[src/rtl/rbt_pkg.sv]
package rbt_pkg;
  typedef struct packed {
    logic advance;      // counter steps this cycle
    logic reloadOnOvf;  // overflow reloads instead of wrapping
    logic capture;      // copy counter into reload register
    logic extEdge;      // qualified trigger falling edge
    logic baudMode;     // either clock select active
    logic altPass;      // alternate pulse after optional halving
  } ctrlStrobes_t;
endpackage

[src/rtl/rbt_ctrl.sv]
module rbt_ctrl
  import rbt_pkg::*;
#(
  parameter int SYNC_STAGES = 2
) (
  input  logic         clk,
  input  logic         rstN,
  input  logic         run,
  input  logic         extCountSel,
  input  logic         rxClkSel,
  input  logic         txClkSel,
  input  logic         captureMode,
  input  logic         extEnable,
  input  logic         doubleRate,
  input  logic         cntPin,
  input  logic         trigPin,
  input  logic         altOvf,
  output ctrlStrobes_t strobes
);
  localparam int LAST = SYNC_STAGES - 1;

  logic [LAST:0] cntSync, trigSync;
  logic cntPrev, trigPrev, halfPhase, altHalf;
  logic cntFall, trigFall, baud;

  // two-flop (or deeper) synchronizers followed by one edge-detect register
  always_ff @(posedge clk or negedge rstN) begin
    if (!rstN) begin
      cntSync  <= '0;
      trigSync <= '0;
      cntPrev  <= 1'b0;
      trigPrev <= 1'b0;
    end else begin
      cntSync  <= {cntSync[LAST-1:0], cntPin};
      trigSync <= {trigSync[LAST-1:0], trigPin};
      cntPrev  <= cntSync[LAST];
      trigPrev <= trigSync[LAST];
    end
  end

  assign cntFall  = cntPrev & ~cntSync[LAST];
  assign trigFall = trigPrev & ~trigSync[LAST];
  assign baud     = rxClkSel | txClkSel;

  // divide-by-two time base used only in baud mode
  always_ff @(posedge clk or negedge rstN) begin
    if (!rstN)                           halfPhase <= 1'b0;
    else if (run && baud && !extCountSel) halfPhase <= ~halfPhase;
    else                                 halfPhase <= 1'b0;
  end

  // halving of the alternate overflow pulse
  always_ff @(posedge clk or negedge rstN) begin
    if (!rstN)       altHalf <= 1'b0;
    else if (altOvf) altHalf <= ~altHalf;
  end

  always_comb begin
    strobes.baudMode    = baud;
    strobes.advance     = run & (extCountSel ? cntFall : (baud ? halfPhase : 1'b1));
    strobes.reloadOnOvf = baud | ~captureMode;
    strobes.extEdge     = extEnable & trigFall;
    strobes.capture     = ~baud & captureMode & extEnable & trigFall;
    strobes.altPass     = altOvf & (doubleRate | altHalf);
  end
endmodule

[src/rtl/rbt_datapath.sv]
module rbt_datapath
  import rbt_pkg::*;
#(
  parameter int WIDTH = 16
) (
  input  logic             clk,
  input  logic             rstN,
  input  ctrlStrobes_t     strobes,
  input  logic             cntWrEn,
  input  logic [WIDTH-1:0] cntWrData,
  input  logic             rldWrEn,
  input  logic [WIDTH-1:0] rldWrData,
  input  logic             ovfClr,
  input  logic             extClr,
  output logic [WIDTH-1:0] count,
  output logic [WIDTH-1:0] reload,
  output logic             ovfFlag,
  output logic             extFlag,
  output logic             ovfPulse
);
  localparam logic [WIDTH-1:0] TOP = '1;

  logic atTop;
  assign atTop    = (count == TOP);
  assign ovfPulse = strobes.advance & atTop & ~cntWrEn;

  always_ff @(posedge clk or negedge rstN) begin
    if (!rstN)                count <= '0;
    else if (cntWrEn)         count <= cntWrData;
    else if (strobes.advance) begin
      if (!atTop)                  count <= count + 1'b1;
      else if (strobes.reloadOnOvf) count <= reload;
      else                         count <= '0;
    end
  end

  always_ff @(posedge clk or negedge rstN) begin
    if (!rstN)                reload <= '0;
    else if (rldWrEn)         reload <= rldWrData;
    else if (strobes.capture) reload <= count;
  end

  always_ff @(posedge clk or negedge rstN) begin
    if (!rstN) begin
      ovfFlag <= 1'b0;
      extFlag <= 1'b0;
    end else begin
      if (ovfPulse && !strobes.baudMode) ovfFlag <= 1'b1;
      else if (ovfClr)                   ovfFlag <= 1'b0;
      if (strobes.extEdge)               extFlag <= 1'b1;
      else if (extClr)                   extFlag <= 1'b0;
    end
  end
endmodule

[src/rtl/rbt_divider.sv]
module rbt_divider #(
  parameter int DIV_BITS = 4
) (
  input  logic clk,
  input  logic rstN,
  input  logic srcPulse,
  output logic tick
);
  localparam logic [DIV_BITS-1:0] LAST = '1;

  logic [DIV_BITS-1:0] phase;

  always_ff @(posedge clk or negedge rstN) begin
    if (!rstN) begin
      phase <= '0;
      tick  <= 1'b0;
    end else begin
      tick <= srcPulse && (phase == LAST);
      if (srcPulse) phase <= phase + 1'b1;
    end
  end
endmodule

[src/rtl/reload_baud_timer.sv]
module reload_baud_timer
  import rbt_pkg::*;
#(
  parameter int WIDTH       = 16,
  parameter int DIV_BITS    = 4,
  parameter int SYNC_STAGES = 2
) (
  input  logic             clk,
  input  logic             rstN,
  input  logic             run,
  input  logic             extCountSel,
  input  logic             rxClkSel,
  input  logic             txClkSel,
  input  logic             captureMode,
  input  logic             extEnable,
  input  logic             doubleRate,
  input  logic             irqEn,
  input  logic             cntPin,
  input  logic             trigPin,
  input  logic             altOvf,
  input  logic             cntWrEn,
  input  logic [WIDTH-1:0] cntWrData,
  input  logic             rldWrEn,
  input  logic [WIDTH-1:0] rldWrData,
  input  logic             ovfClr,
  input  logic             extClr,
  output logic [WIDTH-1:0] count,
  output logic [WIDTH-1:0] reload,
  output logic             ovfFlag,
  output logic             extFlag,
  output logic             irq,
  output logic             rxTick,
  output logic             txTick
);
  ctrlStrobes_t strobes;
  logic ovfPulse;
  logic [1:0] dirSel, dirTick;

  rbt_ctrl #(.SYNC_STAGES(SYNC_STAGES)) ctrl_i (
    .clk(clk), .rstN(rstN), .run(run), .extCountSel(extCountSel),
    .rxClkSel(rxClkSel), .txClkSel(txClkSel), .captureMode(captureMode),
    .extEnable(extEnable), .doubleRate(doubleRate), .cntPin(cntPin),
    .trigPin(trigPin), .altOvf(altOvf), .strobes(strobes)
  );

  rbt_datapath #(.WIDTH(WIDTH)) dp_i (
    .clk(clk), .rstN(rstN), .strobes(strobes),
    .cntWrEn(cntWrEn), .cntWrData(cntWrData),
    .rldWrEn(rldWrEn), .rldWrData(rldWrData),
    .ovfClr(ovfClr), .extClr(extClr),
    .count(count), .reload(reload), .ovfFlag(ovfFlag), .extFlag(extFlag),
    .ovfPulse(ovfPulse)
  );

  assign dirSel = {txClkSel, rxClkSel};

  for (genvar d = 0; d < 2; d++) begin : g_dir
    logic src;
    assign src = dirSel[d] ? ovfPulse : strobes.altPass;
    rbt_divider #(.DIV_BITS(DIV_BITS)) div_i (
      .clk(clk), .rstN(rstN), .srcPulse(src), .tick(dirTick[d])
    );
  end

  assign rxTick = dirTick[0];
  assign txTick = dirTick[1];
  assign irq    = irqEn & (ovfFlag | extFlag);
endmodule


[config.mk]
export PLATFORM = sky130hd
export DESIGN_NAME = reload_baud_timer
export DESIGN_NICKNAME = d
export VERILOG_FILES = /design/src/rtl/rbt_pkg.sv /design/src/rtl/rbt_ctrl.sv /design/src/rtl/rbt_datapath.sv /design/src/rtl/rbt_divider.sv /design/src/rtl/reload_baud_timer.sv
export SDC_FILE = /design/constraint.sdc
export NUM_CORES = 1
export LEC_CHECK = 0
export BUFFER_PORTS_ARGS = -buffer_cell sky130_fd_sc_hd__buf_2
export CAP_MARGIN = 20
export CORE_MARGIN = 10
export CORE_UTILIZATION = 56
export CTS_CLUSTER_DIAMETER = 60
export DETAILED_ROUTE_END_ITERATION = 12
export GPL_TIMING_DRIVEN = 1
export PLACE_DENSITY = 0.85
export SLEW_MARGIN = 5
export SYNTH_ARGS = -nofsm -noshare
export SYNTH_HDL_FRONTEND = slang
export SYNTH_SLANG_ARGS = --single-unit
[constraint.sdc]
create_clock -name clk -period 3 [get_ports clk]
set_input_delay 0.6 -clock clk [delete_from_list [all_inputs] [get_ports clk]]
set_output_delay 0.6 -clock clk [all_outputs]
set_load 0.03 [all_outputs]
Word-level counts from Yosys, hierarchy flattened
Index checks and enable logic that the tools add are counted.
- register bits after elaboration: 52
- bits in latches: 0
- bits in writable memories: 0
- memory bits (read-only): 0
- bits of input ports: 49
- word-level logic and storage cells: 68
- memories kept: 0
- $add $sub $neg: 3
- multipliers: 0
- divide/modulo/power cells: 0
- magnitude comparators: 0
- equal/unequal tests: 3
- shift-type cells: 0
- multiplexer cells: 15
- bitwise gates (word level): 22
- reductions and logical operators: 11
- operators with widths (cell ; count):
    16-bit two-way mux ; 6
    16-bit by 1-bit adder with 16-bit output (second input constant) ; 1
    16-bit equality test (second input constant) ; 1
    1-bit AND ; 11
    1-bit two-way mux ; 9
    4-bit by 1-bit adder with 4-bit output (second input constant) ; 2
    4-bit equality test (second input constant) ; 2
    2-bit nonzero test ; 4
    1-bit NOT ; 7
    1-bit logical AND ; 5
    1-bit bitwise OR ; 4
    1-bit zero test ; 2

Depth between registers and ports, before layout
- depth in word-level cells: 8
- mapped depth: 7
- depth with buffers taken out: 5

Hierarchy
From an unflattened synthesis, not the netlist that was laid out.
- cells, all modules: 291
- area total of the unflattened synthesis: 2766.4 um2
- by module, submodules not included (module ; instances ; cells an instance ; area each (um2) ; sequential area each (um2)):
    rbt_datapath ; 1 ; 239 ; 2060.7 ; 850.8
    rbt_divider ; 2 ; 14 ; 192.7 ; 125.1
    rbt_ctrl ; 1 ; 21 ; 286.5 ; 200.2
    reload_baud_timer ; 1 ; 3 ; 33.8 ; 0.0

Worst setup path after synthesis
Ideal clock, no wire load.
- path type: reg2reg
- from: register dp_i.count[0]
- to: register g_dir[0].div_i.phase[1]
- library setup time: 125 ps
- arrival time: 2044 ps
- required time: 2875 ps
- slack: 831 ps
- cell stages (with the launch flop): 6
- buffers on the path: 0
- cell sequence: dfrtp_1 > ha_1 > nand3_1 > nor4_4 > a41oi_2 > mux2_2
- longest elaborated chain between the ends: 4
- RTL lines (what ; RTL line ; text):
    start: declaration ; rbt_datapath.sv:15 ; output logic [WIDTH-1:0] count,
    start signal: assignment ; rbt_datapath.sv:29 ; else if (cntWrEn) count <= cntWrData;
    start signal: assignment ; rbt_datapath.sv:31 ; if (!atTop) count <= count + 1'b1;
    start signal: assignment ; rbt_datapath.sv:32 ; else if (strobes.reloadOnOvf) count <= reload;
    16-bit equality test ; rbt_datapath.sv:24 ; assign atTop = (count == TOP);
    1-bit AND (2 in a row) ; rbt_datapath.sv:25 ; assign ovfPulse = strobes.advance & atTop & ~cntWrEn;
    1-bit two-way mux ; reload_baud_timer.sv:59 ; assign src = dirSel[d] ? ovfPulse : strobes.altPass;
    end signal: assignment ; rbt_divider.sv:19 ; if (srcPulse) phase <= phase + 1'b1;
    end: declaration ; rbt_divider.sv:11 ; logic [DIV_BITS-1:0] phase;
No other way between the ends.
A chain may end at the register's enable or synchronous reset.

Worst setup path in the final report
- from: register dp_i.count[0]
- to: register g_dir[1].div_i.phase[3]
- longest elaborated chain between the ends: 4
- RTL lines (what ; RTL line):
    16-bit equality test ; rbt_datapath.sv:24
    1-bit AND (2 in a row) ; rbt_datapath.sv:25
    1-bit two-way mux ; reload_baud_timer.sv:59
    end signal: assignment ; rbt_divider.sv:19
    end: declaration ; rbt_divider.sv:11
No other way between the ends.

==> flow_metrics.env <==
export IMPL_status="completed"
export IMPL_fin_crit_sh_pct=78.65
export IMPL_cp_start_kind="flip-flop"
export IMPL_path_max_fanout=13
export IMPL_core_area_um2=5140
export IMPL_ir_drop_v=0.0003216
export IMPL_endpoint_kind="flip-flop"
export IMPL_finalHoldViolCount=0
export IMPL_critical_path_class="flip-flop to flip-flop"
export IMPL_cts_setup_buffers=0
export IMPL_maxCapViolCount=0
export IMPL_fp_dieW_um=92.89
export IMPL_first_iter_violations=390
export IMPL_cp_data_arrival_time_ps=2530
export IMPL_antenna_found_initial=0
export IMPL_r2r_cells=5
export IMPL_gp_congestion=0.9295
export IMPL_synthTopCellsByCount="52 x dfrtp_1, 26 x nand2_1, 24 x o21ai_0, 16 x mux2i_1, 16 x nand3_1"
export IMPL_clk_pin_slew_ps=90
export IMPL_synthTopCellsByArea="dfrtp_1 44%, mux2i_1 5.4%, o21ai_0 4.0%"
export IMPL_num_rows=26
export IMPL_cts_resized=0
export IMPL_avgSynthCellArea_um2=9.723
export IMPL_vias_per_cell=6.236
export IMPL_hold_path_class="primary input to async pin"
export IMPL_grt_total_usage_pct=19.70
export IMPL_area_growth_pct=19.39
export IMPL_drive_above_1_share_pct=28.94
export IMPL_grt_max_degree=35
export IMPL_p_comb_share_pct=29.6
export IMPL_setup_viol=0
export IMPL_finalClockSkew_ps=8.304
export IMPL_detailed_place_hpwl_um=6755
export IMPL_tightest_slew_ps=778.7
export IMPL_switching_power_mw=0.7408
export IMPL_min_period_ps=2359
export IMPL_num_antenna_cells=0
export IMPL_fin_tns_setup_ps=0
export IMPL_p_clk_share_pct=21.3
export IMPL_ys_seq_area_share_pct=43.73
export IMPL_finalNetCount=438
export IMPL_internal_power_mw=1.232
export IMPL_ant_nets=0
export IMPL_n_fill_cell=426
export IMPL_synth_main_ff_cell="dfrtp_1"
export IMPL_die_area_um2=8629
export IMPL_grt_pass1_wl_um=14060
export IMPL_io_pins=86
export IMPL_leakagePower_nw=1.566
export IMPL_synth_edf_count=0
export IMPL_wl_per_cell_um=19.51
export IMPL_vias=2850
export IMPL_post_place_ws_ps=443.3
export IMPL_cp_startpoint="dp_i.count[0]"
export IMPL_reg2reg_from="dp_i.count[0]"
export IMPL_maxSlewHeadroom_pct=48.09
export IMPL_netlist_instances=306
export IMPL_max_freq_ghz=0.4238
export IMPL_ys_seq_elements=52
export IMPL_power_density_nw_per_um2=555.5
export IMPL_die_h_um=92.89
export IMPL_dr_pass1_iters=5
export IMPL_cts_made_buffers=5
export IMPL_cts_root_buf="clkbuf_8"
export IMPL_start_util_pct=57.89
export IMPL_grt_pass1_vias=2801
export IMPL_yosysTopAreaCellShare_pct=43.73
export IMPL_wl_um=8914
export IMPL_clkSinkCount=52
export IMPL_grt_setup_unrepaired="false"
export IMPL_cts_max_level=2
export IMPL_fin_ws_ps=640.6
export IMPL_synthesis_area_um2=2975
export IMPL_post_synth_top_area_cell="dfrtp_1"
export IMPL_pwr_share_seq_pct=49.1
export IMPL_hold_buffers=0
export IMPL_io_buffer_count=85
export IMPL_drc=0
export IMPL_synth_warnings=0
export IMPL_switching_share_pct=37.54
export IMPL_required_ps=3170
export IMPL_clk_latency_ps=310
export IMPL_overflow=0
export IMPL_ys_types=55
export IMPL_maxSlewViolCount=0
export IMPL_syn_num_nets=358
export IMPL_cts_tree="yes"
export IMPL_async_flop_share_pct=100.0
export IMPL_clockBufferDepth=2
export IMPL_synth_most_common_cell="dfrtp_1"
-- critical path, cell delays in order, from the launching register on --
cell and delay [ps]:
dfrtp_1 500, ha_1 240, and3_1 300, nand4_1 530, o311ai_0 510, o2111ai_1 150
-- flip-flops by register name, indices dropped and copies added (netlist names) --
| name | flops |
|---|---|
| dp_i.reload | 16 |
| g_dir.div_i.phase | 8 |
| g_dir.div_i.tick | 2 |
| dp_i.ovfFlag | 1 |
| dp_i.extFlag | 1 |
| ctrl_i.altHalf | 1 |
| ctrl_i.halfPhase | 1 |
| ctrl_i.cntSync | 2 |
| ctrl_i.trigPrev | 1 |
| dp_i.count | 16 |
| ctrl_i.trigSync | 2 |
| ctrl_i.cntPrev | 1 |
-- final cells by class --
| class | count | area (um^2) | area share (%) |
|---|---|---|---|
| multi-input combinational | 224 | 1543 | 43.43 |
| sequential | 52 | 1301 | 36.63 |
| timing repair buffer | 94 | 493.0 | 13.88 |
| tap | 70 | 87.58 | 2.466 |
| clock buffer | 7 | 86.33 | 2.430 |
| inverter | 9 | 33.78 | 0.9510 |
| clock inverter | 1 | 7.507 | 0.2113 |
-- placed cells by master, fill, tap and decap left out, types with 5 or more instances in the layout --
master,synthesis,layout
nand2_1,26,26
nand2b_1,14,14
o22ai_1,6,6
dfrtp_1,52,52
nor2_1,7,7
and3_1,5,5
nand4_1,14,14
inv_1,9,9
nor4_1,6,6
o21ai_0,24,24
a31oi_1,6,6
clkbuf_8,0,6
buf_2,5,85
mux2i_1,16,16
nand3_1,16,16
o31ai_1,7,7
a211oi_1,5,5
buf_4,1,9
-- power groups by stage --
stage / logic (mW) / registers, mW / clock network [mW]
floorplan: 0.298 / 1.04 / 0
global placement: 0.563 / 0.964 / 0
finish: 0.585 / 0.968 / 0.420
global route: 0.639 / 0.985 / 0.450
detailed placement: 0.586 / 0.977 / 0
CTS: 0.587 / 0.964 / 0.419
-- final timing paths --
path | endpoint | slack, ps
setup / recovery | g_dir[1].div_i.phase[3] | 640
hold / removal | g_dir[0].div_i.phase[2] | 190
setup reg to reg | g_dir[1].div_i.phase[3] | 640
hold reg to reg | ctrl_i.trigSync[1] | 360
max in group asynchronous | dp_i.count[9] | 2180
min in group clk | ctrl_i.trigSync[1] | 360
-- metrics by stage --
step                hold WS [ps]  power [mW]  cell area [um^2]  util, %  instances
finish                     190.5       1.973              3552    69.11        457
CTS                        207.4       1.970              3552    69.11        457
global route               208.3       2.074              3552    69.11        457
detailed placement         345.9       1.562              3458    67.28        449
global placement           333.5       1.527              3458    67.28        449
floorplan                  304.4       1.338              2975        -        306
-- layer usage --
layer | global-route usage, % | wire, um | vias up
met2 | 29.21 | 3996 | 186
met3 | 4.843 | 899 | 18
met1 | 27.70 | 3878 | 1325
li1 | - | - | 1321
met4 | 5.527 | 140 | 0
met5 | 0 | 0 | -
-- kinds of logic (layout without fill, tap and decap cells) --
family / Yosys count / count (layout) / share of synthesized area (%)
muxes: 19 / 19 / 6.518
and+or+nand+nor: 112 / 112 / 21.36
buffers and inverters: 30 / 111 / 4.667
xor gates and xnor gates: 7 / 7 / 2.061
DFF: 52 / 52 / 43.73
AOI/OAI and AO/OA: 83 / 83 / 20.40
adders and majority gates: 3 / 3 / 1.262
Power figures use the tool's default switching activity.
